`src/rtl/tmul_pkg.sv`:
```
package tmul_pkg;

    typedef enum logic [1:0] {
        CORR_CONST  = 2'd0,
        CORR_VAR    = 2'd1,
        CORR_HYBRID = 2'd2
    } corr_mode_e;

    // lowest multiplicand index present in column c
    function automatic int col_lo(input int c, input int nb);
        return (c - nb + 1 > 0) ? c - nb + 1 : 0;
    endfunction

    // highest multiplicand index present in column c
    function automatic int col_hi(input int c, input int na);
        return (c < na - 1) ? c : na - 1;
    endfunction

    function automatic int col_height(input int c, input int na, input int nb);
        int h;
        h = col_hi(c, na) - col_lo(c, nb) + 1;
        return (h > 0) ? h : 0;
    endfunction

    // signed operands: bits pairing exactly one sign bit are inverted
    function automatic bit is_inv(input int i, input int j, input int na,
                                  input int nb, input bit sgn);
        return sgn && ((i == na - 1) != (j == nb - 1));
    endfunction

    function automatic int fed_count(input corr_mode_e mode, input int na,
                                     input int nb, input int t, input int pct);
        int h;
        h = col_height(t - 1, na, nb);
        case (mode)
            CORR_VAR:    return h;
            CORR_HYBRID: return (h * pct) / 100;
            default:     return 0;
        endcase
    endfunction

    // Correction word in product units, already aligned to column t.
    // Works in quarter units: an AND bit averages 1/4, an inverted one 3/4.
    function automatic longint corr_word(input int na, input int nb, input int rw,
                                         input int kg, input corr_mode_e mode,
                                         input int pct, input bit sgn);
        int     w;
        int     t;
        int     nv;
        int     lo;
        longint x4;
        w  = na + nb;
        t  = w - rw - kg;
        nv = fed_count(mode, na, nb, t, pct);
        x4 = 0;
        for (int c = 0; c < t; c++)
            for (int i = col_lo(c, nb); i <= col_hi(c, na); i++)
                x4 += (is_inv(i, c - i, na, nb, sgn) ? 3 : 1) * (longint'(1) << c);
        if (sgn)
            x4 += 4 * ((longint'(1) << (na - 1)) + (longint'(1) << (nb - 1))
                       + (longint'(1) << (w - 1)));
        x4 += longint'(1) << (w - rw + 1);
        x4 -= longint'(1) << (t + 1);
        lo = col_lo(t - 1, nb);
        for (int k = 0; k < nv; k++)
            x4 -= (is_inv(lo + k, t - 1 - lo - k, na, nb, sgn) ? 3 : 1)
                  * (longint'(1) << t);
        return ((x4 + (longint'(1) << (t + 1))) >>> (t + 2)) <<< t;
    endfunction

endpackage

```
`src/rtl/tmul_ppmat.sv`:
```
module tmul_ppmat #(
    parameter int NA   = 8,
    parameter int NB   = 8,
    parameter int T    = 5,
    parameter int NV   = 2,
    parameter bit SGN  = 1'b0,
    localparam int W    = NA + NB,
    localparam int NV_W = (NV > 0) ? NV : 1
) (
    input  logic [NA-1:0]         a,
    input  logic [NB-1:0]         b,
    output logic [NB-1:0][W-1:0]  rows,
    output logic [NV_W-1:0]       fed_bits
);
    localparam int FED_LO = tmul_pkg::col_lo(T - 1, NB);

    // kept partial products, one row per multiplier bit
    for (genvar j = 0; j < NB; j++) begin : g_row
        for (genvar c = 0; c < W; c++) begin : g_col
            localparam int I = c - j;
            if (c >= T && I >= 0 && I < NA) begin : g_keep
                localparam bit INV = tmul_pkg::is_inv(I, j, NA, NB, SGN);
                assign rows[j][c] = (a[I] & b[j]) ^ INV;
            end else begin : g_zero
                assign rows[j][c] = 1'b0;
            end
        end
    end

    // bits of the first omitted column that are carried up
    for (genvar k = 0; k < NV_W; k++) begin : g_fed
        if (k < NV) begin : g_use
            localparam int I   = FED_LO + k;
            localparam int J   = T - 1 - I;
            localparam bit INV = tmul_pkg::is_inv(I, J, NA, NB, SGN);
            assign fed_bits[k] = (a[I] & b[J]) ^ INV;
        end else begin : g_none
            assign fed_bits[k] = 1'b0;
        end
    end
endmodule

```
`src/rtl/tmul_fed.sv`:
```
module tmul_fed #(
    parameter int W    = 16,
    parameter int T    = 5,
    parameter int NV_W = 2,
    localparam int CW  = $clog2(NV_W + 1)
) (
    input  logic [NV_W-1:0] fed_bits,
    output logic [W-1:0]    fed_word
);
    logic [CW-1:0] cnt;

    always_comb begin
        cnt = '0;
        for (int k = 0; k < NV_W; k++)
            cnt = cnt + CW'(fed_bits[k]);
        fed_word = W'(cnt) << T;
    end
endmodule

```
`src/rtl/tmul_sum.sv`:
```
module tmul_sum #(
    parameter int          NB   = 8,
    parameter int          W    = 16,
    parameter int          RW   = 8,
    parameter logic [W-1:0] CORR = '0
) (
    input  logic [NB-1:0][W-1:0] rows,
    input  logic [W-1:0]         fed_word,
    output logic [RW-1:0]        res
);
    logic [W-1:0] acc;

    always_comb begin
        acc = CORR + fed_word;
        for (int j = 0; j < NB; j++)
            acc = acc + rows[j];
        res = RW'(acc >> (W - RW));
    end
endmodule

```
`src/rtl/tmul_trunc.sv`:
```
module tmul_trunc #(
    parameter int                     NA      = 8,
    parameter int                     NB      = 8,
    parameter int                     RW      = 8,
    parameter int                     KG      = 3,
    parameter tmul_pkg::corr_mode_e   MODE    = tmul_pkg::CORR_HYBRID,
    parameter int                     HYB_PCT = 50,
    parameter bit                     SGN     = 1'b0,
    parameter bit                     REG_OUT = 1'b1
) (
    input  logic          clk,
    input  logic          rst,
    input  logic [NA-1:0] a_in,
    input  logic [NB-1:0] b_in,
    output logic [RW-1:0] prod_out
);
    localparam int     W      = NA + NB;
    localparam int     T      = W - RW - KG;
    localparam int     NV     = tmul_pkg::fed_count(MODE, NA, NB, T, HYB_PCT);
    localparam int     NV_W   = (NV > 0) ? NV : 1;
    localparam longint CORR_L = tmul_pkg::corr_word(NA, NB, RW, KG, MODE, HYB_PCT, SGN);
    localparam logic [W-1:0] CORR = CORR_L[W-1:0];

    logic [NB-1:0][W-1:0] rows;
    logic [NV_W-1:0]      fed_bits;
    logic [W-1:0]         fed_word;
    logic [RW-1:0]        res;

    tmul_ppmat #(.NA(NA), .NB(NB), .T(T), .NV(NV), .SGN(SGN)) u_ppmat (
        .a        (a_in),
        .b        (b_in),
        .rows     (rows),
        .fed_bits (fed_bits)
    );

    tmul_fed #(.W(W), .T(T), .NV_W(NV_W)) u_fed (
        .fed_bits (fed_bits),
        .fed_word (fed_word)
    );

    tmul_sum #(.NB(NB), .W(W), .RW(RW), .CORR(CORR)) u_sum (
        .rows     (rows),
        .fed_word (fed_word),
        .res      (res)
    );

    if (REG_OUT) begin : g_reg
        always_ff @(posedge clk) begin
            if (rst) prod_out <= '0;
            else     prod_out <= res;
        end
    end else begin : g_comb
        assign prod_out = res;
    end
endmodule

```
`config.mk`:
```
export PLATFORM = sky130hd
export DESIGN_NAME = tmul_trunc
export DESIGN_NICKNAME = d
export VERILOG_FILES = /design/src/rtl/tmul_pkg.sv /design/src/rtl/tmul_ppmat.sv /design/src/rtl/tmul_fed.sv /design/src/rtl/tmul_sum.sv /design/src/rtl/tmul_trunc.sv
export SDC_FILE = /design/constraint.sdc
export NUM_CORES = 1
export LEC_CHECK = 0
export BUFFER_PORTS_ARGS = -buffer_cell sky130_fd_sc_hd__buf_2
export CELL_PAD_IN_SITES_DETAIL_PLACEMENT = 0
export CELL_PAD_IN_SITES_GLOBAL_PLACEMENT = 1
export CORE_ASPECT_RATIO = 0.7
export CORE_UTILIZATION = 40
export DETAILED_ROUTE_END_ITERATION = 8
export PLACE_DENSITY = 0.72
export SYNTH_ARGS = -nofsm -noshare
export SYNTH_HDL_FRONTEND = slang
export SYNTH_HIERARCHICAL = 1
export SYNTH_SLANG_ARGS = --single-unit
```
`constraint.sdc`:
```
create_clock -name clk -period 10.4 [get_ports clk]
set_input_delay 0.52 -clock clk [delete_from_list [all_inputs] [get_ports clk]]
set_output_delay 0.52 -clock clk [all_outputs]
set_load 0.005 [all_outputs]
```
==> impl_summary.txt <==
----------------------------------------------------
[Setup path]
  Master of the slowest instance on the critical path ... sky130_fd_sc_hd__fa_1
  Worst path max stage delay ... 0.54 ns
  Sequence of cells on the critical path ... buf_2 > and2_1 > ha_1 > fa_1 > fa_1 > inv_1 > fa_1 > inv_1 > fa_1 > fa_1 > ha_1 > or4_1 > a211o_1 > a31oi_2 > o21ai_1 > xnor2_1 > nor2b_1
  Category of the worst setup path capture point ... flip-flop
  Family with the most delay on the worst path ... adder cells
  Data arrival time of the critical path ... 5.25 ns
  Startpoint Class ... input port
  Most numerous cell on the critical path ... sky130_fd_sc_hd__fa_1
  Setup Crit Path Kind ... in2reg
  Worst endpoint required time ... between 10 and 15 ns
  Number of buffer and inverter stages on the critical path ... 3
  Max Fanout on Critical Path ... 8
  Timing startpoint of the critical path ... b_in[4]

[Flow run]
  Max cap viols ... 0

[Routing]
  Count of unresolved DRC violations after routing ... 0
  Wire per inst ... between 9 and 10 um
  Post-Route WL ... slightly below 6 mm
  Routed vias ... ~2,400
  Vias per std cell ... approximately 3.8
  Antenna Violating Nets Remaining ... 0
  Drt first pass iters ... 4
  Iteration-0 DRC count of the detailed router ... between 40 and 50

[Clock network]
  Clock Sink Count ... 8
  Post-CTS setup buffer count ... 0
  CTS resizes ... 0
  Post-CTS Hold Buffers ... 0
  Maximum clock insertion buffer count ... 2
  Maximum level of the CTS H-tree ... 1
  Number of clock buffers inserted by TritonCTS ... 3
  Clock tree from TritonCTS ... yes
  CTS clock-pin slew for the worst setup and hold paths ... 0.04 ns
  Clock Root Buffer ... sky130_fd_sc_hd__clkbuf_16

[Die]
  Die footprint ... approximately 0.011 mm2
  Total number of placement rows ... 31
  Top-Level Pins ... 26
  Initial standard-cell utilization of the core ... a little over two fifths
  Die Span X ... 127 um
  Std-Cell Core Area ... between 0.01 and 0.015 mm2
  Die span in y ... about 90 um

[STA]
  Final critical path time including I/O delays and setup ... slightly above 5 ns
  Total negative slack for setup checks ... 0 ns
  Final-report setup violation count ... 0
  Peak Freq ... about 200 MHz
  Portion of the clock cycle consumed by the worst path in the final layout ... between 40% and 50%
  Final Max Slew Viols ... 0
  Final Hold Violating Endpoints ... 0
  Unrepaired setup endpoints after global routing ... no

[Logic synthesis]
  Cells taking the most area after synthesis ... sky130_fd_sc_hd__fa_1, sky130_fd_sc_hd__buf_4, sky130_fd_sc_hd__inv_1
  Parity-gate share of the synthesized area counting xor and xnor cells ... under 10%
  Library cells used by synthesis ... 29
  Adder-Cell Fraction of Synth Area ... around 53%
  Gate count after technology mapping ... 451
  Portion of synthesized cell area occupied by the leading cell type ... a little under half
  Cell area after synthesis ... approximately 0.0044 mm2
  Largest family of logic cells by synthesized area ... adder cells
  Avg Inst Size Synth ... about 9.7 um2
  Multiplexer share of the synthesized area ... 0%
  Fraction of the mapped netlist area in simple logic gates ... about a tenth
  Compound-cell area share of the yosys netlist ... under 10%
  Sequential fraction of the synthesis area ... approximately 3.6%
  Synthesis-stage register bit count ... 8
  Area leader, netlist ... sky130_fd_sc_hd__fa_1
  Synth Warn # ... 6

[Global routing]
  Global-route wire length before repair ... roughly 11 mm
  Number of global-route vias before repair ... between 2,000 and 2,500
  Largest net degree at the start of global routing ... 9
  GRT Overall Usage ... between 10% and 20%
  Initial antenna violation count ... 0
  Total congestion overflow ... 0

[Cells and area]
  Largest registers ... prod_out (8)
  Signed area change from the synthesized netlist to the final layout ... 0.655%
  Register bank with the most flops ... prod_out
  Post-layout utilization of the core ... between 40% and 50%
  Antenna cell count ... 0
  Commonest cells after routing, fill and taps aside ... sky130_fd_sc_hd__inv_1, sky130_fd_sc_hd__fa_1, sky130_fd_sc_hd__conb_1
  Fill cell instance count of the final layout ... around 1,000
  Commonest non-fill, non-tap cell in the layout ... sky130_fd_sc_hd__inv_1
  Layout net count ... about 620
  Layout cells sized above 1 ... between 6 and 7%
  Flip-flop count of the largest register after layout ... 8

[Status]
  Run status ... finished, final reports clean

[Placement]
  Number of buffer cells added on primary ports ... 25
  Weighted congestion reported at the end of routability-driven placement ... a little under 0.8
  Final HPWL from detailed placement ... between 5 and 6 mm

[Power]
  Final Power ... about 0.0013 W
  Max rail drop VDD ... between 0.15 and 0.2 mV
  Pwr per Cell Area ... about 300 mW/mm2
  Static Leak ... between 2 and 2.5 nW

[Hold path]
  Hold/Removal Path Class ... in2reg
  Launch instance of the worst min-delay path ... rst

----------------------------------------------------
==> synthesized netlist by cell type <==
cell                       number
sky130_fd_sc_hd__and4b_4        1
sky130_fd_sc_hd__conb_1         2
sky130_fd_sc_hd__ha_1          25
sky130_fd_sc_hd__o21ai_0        3
sky130_fd_sc_hd__o21ai_1        1
sky130_fd_sc_hd__buf_4         93
sky130_fd_sc_hd__xor2_1         6
sky130_fd_sc_hd__nand2_1        3
sky130_fd_sc_hd__xnor3_1        1
sky130_fd_sc_hd__nor3_1         1
sky130_fd_sc_hd__nor2b_1        9
sky130_fd_sc_hd__a21o_1         2
sky130_fd_sc_hd__a21oi_1        5
sky130_fd_sc_hd__o21bai_1       3
sky130_fd_sc_hd__and2_1        52
sky130_fd_sc_hd__inv_1        110
sky130_fd_sc_hd__a211o_1        1
sky130_fd_sc_hd__fa_1         100
sky130_fd_sc_hd__o221ai_2       1
sky130_fd_sc_hd__and3_1         1
sky130_fd_sc_hd__or4_1          1
sky130_fd_sc_hd__xnor2_1       16
sky130_fd_sc_hd__a22oi_2        1
sky130_fd_sc_hd__nand3_1        1
sky130_fd_sc_hd__a31oi_2        1
sky130_fd_sc_hd__a211oi_1       1
sky130_fd_sc_hd__a31oi_1        1
sky130_fd_sc_hd__nand3_2        1
sky130_fd_sc_hd__dfxtp_1        8
==> cell type report <==
type                            count  area, um2  share of cell area, %
Clock buffer                        3       75.1                   1.70
Inverter                          110        413                   9.34
Multi-Input combinational cell    331       3460                   78.3
Sequential cell                     8        160                   3.62
Tap cell                          148        185                   4.19
Timing Repair Buffer               25        125                   2.83
==> per-stage QoR <==
| step | cell area, um2 | instances | hold slack (ns) | worst slack (ns) |
|---|---|---|---|---|
| after floorplan | 4740 | 542 | 0.592 | 5.47 |
| after global placement | 4350 | 622 | 0.807 | 5.12 |
| after detailed placement | 4350 | 622 | 0.812 | 5.08 |
| after CTS | 4420 | 625 | 0.567 | 5.31 |
| after global routing | 4420 | 625 | 0.590 | 5.12 |
| final | 4420 | 625 | 0.571 | 5.32 |
==> layer usage <==
layer / up-vias / GRT usage (%) / routed length, um
met3: 0 / 1.30 / 141
met2: 20 / 19.4 / 2710
li1: 1172 / - / -
met1: 1158 / 18.4 / 3110
met4: 0 / 0.649 / 0
met5: - / 0 / 0
==> final timing paths <==
check                     end  slack [ns]  depth (start not counted)
setup / recovery  prod_out[6]        5.32                         17
hold / removal    prod_out[7]        0.57                          2
==> power breakdown <==
| part | switching (W) | internal [W] |
|---|---|---|
| clock | 0.0000138 | 0.0000495 |
| sequential | 0.00000457 | 0.0000512 |
| combinational | 0.000614 | 0.000569 |
| total | 0.000632 | 0.000670 |
==> kinds of logic (layout without fill, tap and decap cells) <==
kind of cell | Yosys count | after routing
other | 2 | 93
DFF | 8 | 8
AOI/OAI and AO/OA | 20 | 20
and+or+nand+nor | 70 | 70
xor gates and xnor gates | 23 | 23
buffers and inverters | 203 | 138
adders and majority gates | 125 | 125
(Power assumes the default switching activity.)
